<file path="config.mk">
export PLATFORM = sky130hd
export DESIGN_NAME = vblend_unit
export DESIGN_NICKNAME = d
export VERILOG_FILES = /design/src/rtl/vblend_pkg.sv /design/src/rtl/vblend_ctrl.sv /design/src/rtl/vblend_lane.sv /design/src/rtl/vblend_unit.sv
export SDC_FILE = /design/constraint.sdc
export NUM_CORES = 2
export LEC_CHECK = 0
export CORE_AREA = 10 10 613 615
export CTS_CLUSTER_DIAMETER = 30
export DETAILED_ROUTE_END_ITERATION = 12
export DIE_AREA = 0 0 623 625
export DONT_BUFFER_PORTS = 1
export GPL_TIMING_DRIVEN = 0
export PLACE_DENSITY = 0.3
export SYNTH_ARGS = -nofsm -noshare
export SYNTH_HDL_FRONTEND = slang
export SYNTH_HIERARCHICAL = 1
export SYNTH_SLANG_ARGS = --single-unit
export TNS_END_PERCENT = 10
</file>
<file path="constraint.sdc">
create_clock -name clk -period 1.75 [get_ports clk]
set_clock_uncertainty 0.15 [all_clocks]
set_input_delay 0 -clock clk [delete_from_list [all_inputs] [get_ports clk]]
set_output_delay 0 -clock clk [all_outputs]
set_load 0.01 [all_outputs]
</file>
<file path="src/rtl/vblend_pkg.sv">
package vblend_pkg;

  typedef enum logic [1:0] {
    LEN_128 = 2'd0,
    LEN_256 = 2'd1,
    LEN_512 = 2'd2,
    LEN_ALT = 2'd3
  } len_code_e;

  // number of active bytes for a length code; the spare code maps to full width
  function automatic logic [6:0] active_bytes(input logic [1:0] code);
    case (len_code_e'(code))
      LEN_128: active_bytes = 7'd16;
      LEN_256: active_bytes = 7'd32;
      default: active_bytes = 7'd64;
    endcase
  endfunction

  // selector bit index owning a given byte position
  function automatic int unsigned owner_elem(input int unsigned byte_idx, input logic word_mode);
    owner_elem = word_mode ? (byte_idx >> 1) : byte_idx;
  endfunction

endpackage

</file>
<file path="src/rtl/vblend_ctrl.sv">
module vblend_ctrl
  import vblend_pkg::*;
#(
  parameter int NBYTES = 64
) (
  input  logic              elem_word,
  input  logic [1:0]        len_sel,
  input  logic              no_mask,
  input  logic [NBYTES-1:0] sel_mask,
  output logic [NBYTES-1:0] byte_take_b,
  output logic [NBYTES-1:0] byte_active
);
  logic [6:0] act_cnt;

  always_comb act_cnt = active_bytes(len_sel);

  for (genvar b = 0; b < NBYTES; b++) begin : g_byte
    localparam int unsigned BIDX = b;
    localparam int unsigned WIDX = BIDX >> 1;
    logic sel_bit;
    always_comb begin
      sel_bit        = elem_word ? sel_mask[WIDX] : sel_mask[BIDX];
      byte_take_b[b] = no_mask | sel_bit;
      byte_active[b] = (7'(BIDX) < act_cnt);
    end
  end
endmodule

</file>
<file path="src/rtl/vblend_lane.sv">
module vblend_lane #(
  parameter int LANE_W = 8
) (
  input  logic              take_b,
  input  logic              active,
  input  logic              zero_mode,
  input  logic [LANE_W-1:0] a,
  input  logic [LANE_W-1:0] b,
  output logic [LANE_W-1:0] y
);
  always_comb begin
    if (!active)       y = '0;
    else if (take_b)   y = b;
    else if (zero_mode) y = '0;
    else               y = a;
  end
endmodule

</file>
<file path="src/rtl/vblend_unit.sv">
module vblend_unit #(
  parameter int VEC_W  = 512,
  parameter int BYTE_W = 8
) (
  input  logic                      clk,
  input  logic                      rst,
  input  logic                      in_valid,
  input  logic                      elem_word,
  input  logic [1:0]                len_sel,
  input  logic                      zero_mode,
  input  logic                      no_mask,
  input  logic [VEC_W/BYTE_W-1:0]   sel_mask,
  input  logic [VEC_W-1:0]          src_a,
  input  logic [VEC_W-1:0]          src_b,
  output logic                      out_valid,
  output logic [VEC_W-1:0]          result
);
  localparam int NBYTES = VEC_W / BYTE_W;

  logic [NBYTES-1:0] byte_take_b;
  logic [NBYTES-1:0] byte_active;
  logic [VEC_W-1:0]  blend_d;
  logic              load_en;

  vblend_ctrl #(.NBYTES(NBYTES)) u_ctrl (
    .elem_word   (elem_word),
    .len_sel     (len_sel),
    .no_mask     (no_mask),
    .sel_mask    (sel_mask),
    .byte_take_b (byte_take_b),
    .byte_active (byte_active)
  );

  for (genvar i = 0; i < NBYTES; i++) begin : g_lane
    vblend_lane #(.LANE_W(BYTE_W)) u_lane (
      .take_b    (byte_take_b[i]),
      .active    (byte_active[i]),
      .zero_mode (zero_mode),
      .a         (src_a[i*BYTE_W +: BYTE_W]),
      .b         (src_b[i*BYTE_W +: BYTE_W]),
      .y         (blend_d[i*BYTE_W +: BYTE_W])
    );
  end

  assign load_en = in_valid;

  always_ff @(posedge clk) begin
    if (rst) begin
      out_valid <= 1'b0;
      result    <= '0;
    end else begin
      out_valid <= in_valid;
      if (load_en) result <= blend_d;
    end
  end
endmodule

</file>
After elaboration in Yosys (flattened, before gate mapping)

Index checks and enable logic that the tools add are counted.

Reduce and logical (&&, ||, !) cells: 1
Bitwise logic cells: 64
Multiplexer cells: 256
Equal/unequal tests: 1
Order comparisons: 64

Operators by type and width:

| kind                 | number |
|---|---|
| $mux W8              | 192 |
| $lt A6 B7 Y1 const A | 32 |
| $lt A5 B7 Y1 const A | 16 |
| $or A1 B1 Y1         | 64 |
| $mux W1              | 63 |
| $lt A4 B7 Y1 const A | 8 |
| $lt A3 B7 Y1 const A | 4 |
| $lt A1 B7 Y1 const A | 2 |
| $lt A2 B7 Y1 const A | 2 |
| $pmux W7 S2          | 1 |
| $eq A2 B1 Y1 const B | 1 |
| $logic_not A2 Y1     | 1 |

Input bits: 1096
Output and inout bits: 513
Bits in registers: 513
Logic and storage cells: 388

Depth between registers and ports, before layout

Depth after elaboration: 4
Mapped depth: 9
Gate-level depth less buffers: 7

Cells and area by module

The synthesis kept the hierarchy.

By module, submodules not included:

| module      | sequential area each (sq um) | instances | cells an instance | area an instance (sq um) |
|---|---|---|---|---|
| vblend_unit | 10269.8                      | 1         | 1652              | 18386.4 |
| vblend_lane | 0.0                          | 64        | 15                | 150.1 |
| vblend_ctrl | 0.0                          | 1         | 239               | 1325.0 |

Worst setup path before layout

Ideal clock, no wire load.

Path kind: input to register
Start: input port len_sel[1]
End: register result[264]
Data arrival time: 1.533 ns
Required time: 1.472 ns
Cell stages on the path: 9
Setup slack: -0.061 ns
Buffers on the path: 2
Path through: or2_2 > ha_1 > inv_1 > buf_4 > nor2b_4 > buf_6 > a32o_2 > mux2i_1 > nor2_1

Cells in the longest elaborated chain, start to end: 4
Elaborated cells between the ends (all ways): 5
Those cells by class: order compare: 1; eq/ne: 1; mux: 2; reduce/logical: 1

RTL lines:

| item                                                    | RTL line          | source |
|---|---|---|
| start, declared                                         | vblend_unit.sv:9  | `input logic [1:0] len_sel,` |
| $eq A2 B1 Y1 / $logic_not A2 Y1 (equally long branches) | vblend_pkg.sv:12  | `case (len_code_e'(code))` |
| $pmux W7 S2 *                                           | vblend_pkg.sv:12  |  |
| $lt A6 B7 Y1 *                                          | vblend_ctrl.sv:24 | `byte_active[b] = (7'(BIDX) < act_cnt);` |
| net byte_active[33]                                     | vblend_unit.sv:21 | `logic [NBYTES-1:0] byte_active;` |
| $mux W8 *                                               | vblend_lane.sv:12 | `if (!active) y = '0;` |
| net blend_d[264]                                        | vblend_unit.sv:22 | `logic [VEC_W-1:0] blend_d;` |
| end signal, assigned                                    | vblend_unit.sv:53 | `if (load_en) result <= blend_d;` |
| end, declared                                           | vblend_unit.sv:16 | `output logic [VEC_W-1:0] result` |

The timed path passes the listed nets; every way through them passes the cells marked *.
A chain may end at the register's enable or synchronous reset.

Final worst setup path

Start: input port sel_mask[16]
End: register result[268]

Cells in the longest elaborated chain, start to end: 4

RTL lines:

| item                | RTL line          | source |
|---|---|---|
| start, declared     | vblend_unit.sv:12 | `input logic [VEC_W/BYTE_W-1:0] sel_mask,` |
| $mux W1             | vblend_ctrl.sv:22 | `sel_bit = elem_word ? sel_mask[WIDX] : sel_mask[BIDX];` |
| $or A1 B1 Y1        | vblend_ctrl.sv:23 | `byte_take_b[b] = no_mask \| sel_bit;` |
| net byte_take_b[33] | vblend_unit.sv:20 | `logic [NBYTES-1:0] byte_take_b;` |
| $mux W8             | vblend_lane.sv:13 | `else if (take_b) y = b;` |
| $mux W8             | vblend_lane.sv:12 |  |
| net blend_d[268]    | vblend_unit.sv:22 |  |

The timed path passes the listed nets, and every way through them passes these cells.

==> reports/summary.txt <==
result of the run: complete, but fails checks
violated checks: hold timing, setup timing
layout cells sized above 1: 25.29%
detail-routed via count per cell: 3.516
power density of the placed cells: 968.5 mW/mm^2
initial antenna violation count: 326
Final Hold Viols: 123
static power due to leakage: 26.11 nW
I/O pin count: 1,609
worst min-delay path class: input port to flip-flop
number of buffers inserted by post-CTS setup repair: 0
CP delay by family, top: compound AO/OA/AOI/OAI gates
nets: 5,855
flop-to-flop setup slack: 0.25 ns
overall die area: 0.3894 sq mm
pin slew with the least headroom to its limit: 1.181 ns
count of endpoints failing setup in the final report: 15
critical-path cell list: dlygate4sd3_1 -> a21oi_1 -> o21ai_1 -> and2_1 -> buf_6 -> a32o_2 -> mux2i_1 -> nor2_1
worst setup path category: input port to flip-flop
vias in the first global route: 33,960
CP Data Required Time: 2.29 ns
hold worst-path end: result[46]
Most used DFF post-synth: sky130_fd_sc_hd__dfxtp_1
r2r endpoint: result[28]
Placed Instances: 7,711
number of clock sinks: 513
Highest Clock Rate: 538.0 MHz
count of mapped cells out of synthesis: 2,851
total CTS buffers: 191
reg-to-reg startpoint: result[28]
final worst-path cycle share: 106.2%
Async SR Flop Fraction: 0%
Crit path largest cell delay: 0.57 ns
IR drop worst, VDD: 1027 uV
cell at the root of the clock tree: sky130_fd_sc_hd__clkbuf_16
deepest clock path buffer count: 4
buffer and inverter count on the worst path: 2
average footprint of a synthesized cell: 10.28 sq um
number of search-and-repair iterations in the first detailed-routing pass: 6
cell at the slowest stage of the critical path: sky130_fd_sc_hd__dlygate4sd3_1
Rel. slew slack: 20.42%
number of register bits inferred by synthesis: 513
gp weighted congestion: 0.9288
Synth area leader: sky130_fd_sc_hd__dfxtp_1
beginning of the worst hold path: zero_mode
setup repair after global routing missed its margin: true
FF-to-FF path depth: 3
aggregate global-route resource usage: 16.16%
core outline area: 0.3639 sq mm
data arrival at the endpoint of the critical path: 2.40 ns
total vias in the final route: 34,670
worst-skew pair later-pin latency: 0.83 ns
top-area cell type share of the netlist area: 35.03%
sequential-to-total area share from yosys stat: 35.03%
ranking of synthesized cells by area: sky130_fd_sc_hd__dfxtp_1, sky130_fd_sc_hd__mux2i_1, sky130_fd_sc_hd__a32o_2, sky130_fd_sc_hd__nor2_1, sky130_fd_sc_hd__buf_6
clock tree from TritonCTS: done
initial core utilization: 8.058%
number of DRC violations after detailed-routing iteration 0: 2,406
worst-case setup margin in the final layout: -0.1086 ns
crit path capture type: flip-flop
count of different cell masters after synthesis: 27
CP Launch Type: input port
utilization after layout: 16.36%
global-route wire length before repair: 410,700 microns
number of rows created at floorplan: 222
count of non-filler cells in the finished layout: 9,860
maximum fanout count along the critical path: 7
die span in x: 623 microns
largest net degree at the start of global routing: 129
Synth Cell Area: 0.02932 sq mm
count of buffers inserted at the top-level ports: 0
height of the die: 625 microns
average detailed-routed wire length per instance: 33.93 microns
warning count from the yosys run: 6
cell depth of the worst hold path: 4
Fin Hold WS: -0.1915 ns
final period demand of the worst path: 1.859 ns
Post-synth EDFFs: 0
half-perimeter wire length after placement: 294,000 microns
Filler Cell Count: 40,480
final wirelength: 334,500 microns
layout overhead on the synthesized area: 103.1%
final slew viol count: 0
Overflow after GRT: 0
H-Tree Level Count: 4
clock slew at reported path FFs: 0.04 ns
total power: 57.66 mW
drt drc: 0
count of antenna-violating nets left after detailed routing: 0
maxcap violations: 0
==> per-stage QoR <==
| stage | area [sq um] | setup WS, ns | setup TNS (ns) | hold slack, ns |
|---|---|---|---|---|
| floorplan | 29380 | -0.06097 | -5.682 | 0.08940 |
| global placement | 35400 | -3.420 | -944.57 | 0.09765 |
| detailed placement | 36010 | -1.861 | -589.17 | 0.1038 |
| CTS | 58170 | 0.0004265 | 0 | -0.3732 |
| global route | 59340 | -0.04153 | -0.5922 | -0.2912 |
| finish | 59540 | -0.1086 | -0.4998 | -0.1915 |
==> layout make-up <==
cell class / count / area, sq um / share of cell area, %
Clock buffer: 279 / 5622 / 9.442
Tap cell: 4816 / 6026 / 10.12
Inverter: 127 / 476.7 / 0.8007
Buffer: 317 / 3098 / 5.203
Clock inverter: 63 / 705.7 / 1.185
Multi-Input combinational cell: 1909 / 15710 / 26.39
Sequential cell: 513 / 10310 / 17.31
Timing Repair Buffer: 1699 / 17250 / 28.97
Antenna cell: 137 / 342.8 / 0.5758
==> cells in the final DEF (no fill, tap or decap), drive strengths merged, types with 31 or more instances in the layout <==
cell type,count
a31o,64
clkinv,44
and3,64
a21o,64
a32o,384
dlygate4sd3,1668
inv,134
o21ai,62
mux2i,512
a21oi,31
diode,137
nor2b,66
clkbuf,315
dfxtp,513
and4bb,64
buf,310
nor2,512
and2,64
==> worst max-delay path by stage <==
stage	startpoint	endpoint	slack (ns)	cells past startpoint
detailed placement	no_mask	result[320]	-1.86	9
floorplan	len_sel[1]	result[264]	-0.06	9
global route	sel_mask[27]	result[445]	-0.04	9
global placement	no_mask	result[396]	-3.42	9
CTS	no_mask	result[76]	0.0004	10
finish	sel_mask[16]	result[268]	-0.11	8
==> logic make-up after synthesis <==
logic type      Yosys count  synth area share (%)
buf+inv                 444                 12.10
simple gates            774                 15.42
flops                   513                 35.03
mux                     512                 17.48
compound gates          606                 19.92
fa+ha+maj                 1               0.04267
other cells               1               0.01279
==> metal layers <==
layer	wire length [microns]	global-route usage (%)
met5	1076	0
met4	16080	5.415
met3	31000	6.427
met2	164600	29.00
met1	121800	17.21
==> synth_stat cells (all sizes together) (35+ instances only) <==
cell type and instances:
clkbuf 35, o21ai 62, and3 64, inv 127, a32o 384, a21o 64, and4bb 64, mux2i 512
a31o 64, nor2 512, dfxtp 513, buf 282, nor2b 66, and2 64
==> power by group <==
part	switching (mW)	total (mW)	internal, mW
registers	1.24	13.6	12.4
logic	5.06	10.6	5.51
clock network	10.1	33.5	23.3
==> worst min-delay path, stage by stage <==
cell and delay [ns]:
sky130_fd_sc_hd__and4bb_2 0.29, sky130_fd_sc_hd__a21o_1 0.15, sky130_fd_sc_hd__mux2i_1 0.12, sky130_fd_sc_hd__nor2_1 0.05
==> timing repair <==
action                                  in CTS  in global routing
resized for setup                           46                 34
pin swaps                                    0                  2
hold buffers                              1574                 96
endpoints found under the setup margin     459                173
endpoints found under the hold margin      513                279
==> state kept, by name (all words and copies together), names as in the netlist <==
| signal | count |
|---|---|
| result | 512 |
| out_valid | 1 |
No activity file was read; power rests on OpenSTA's default activity.
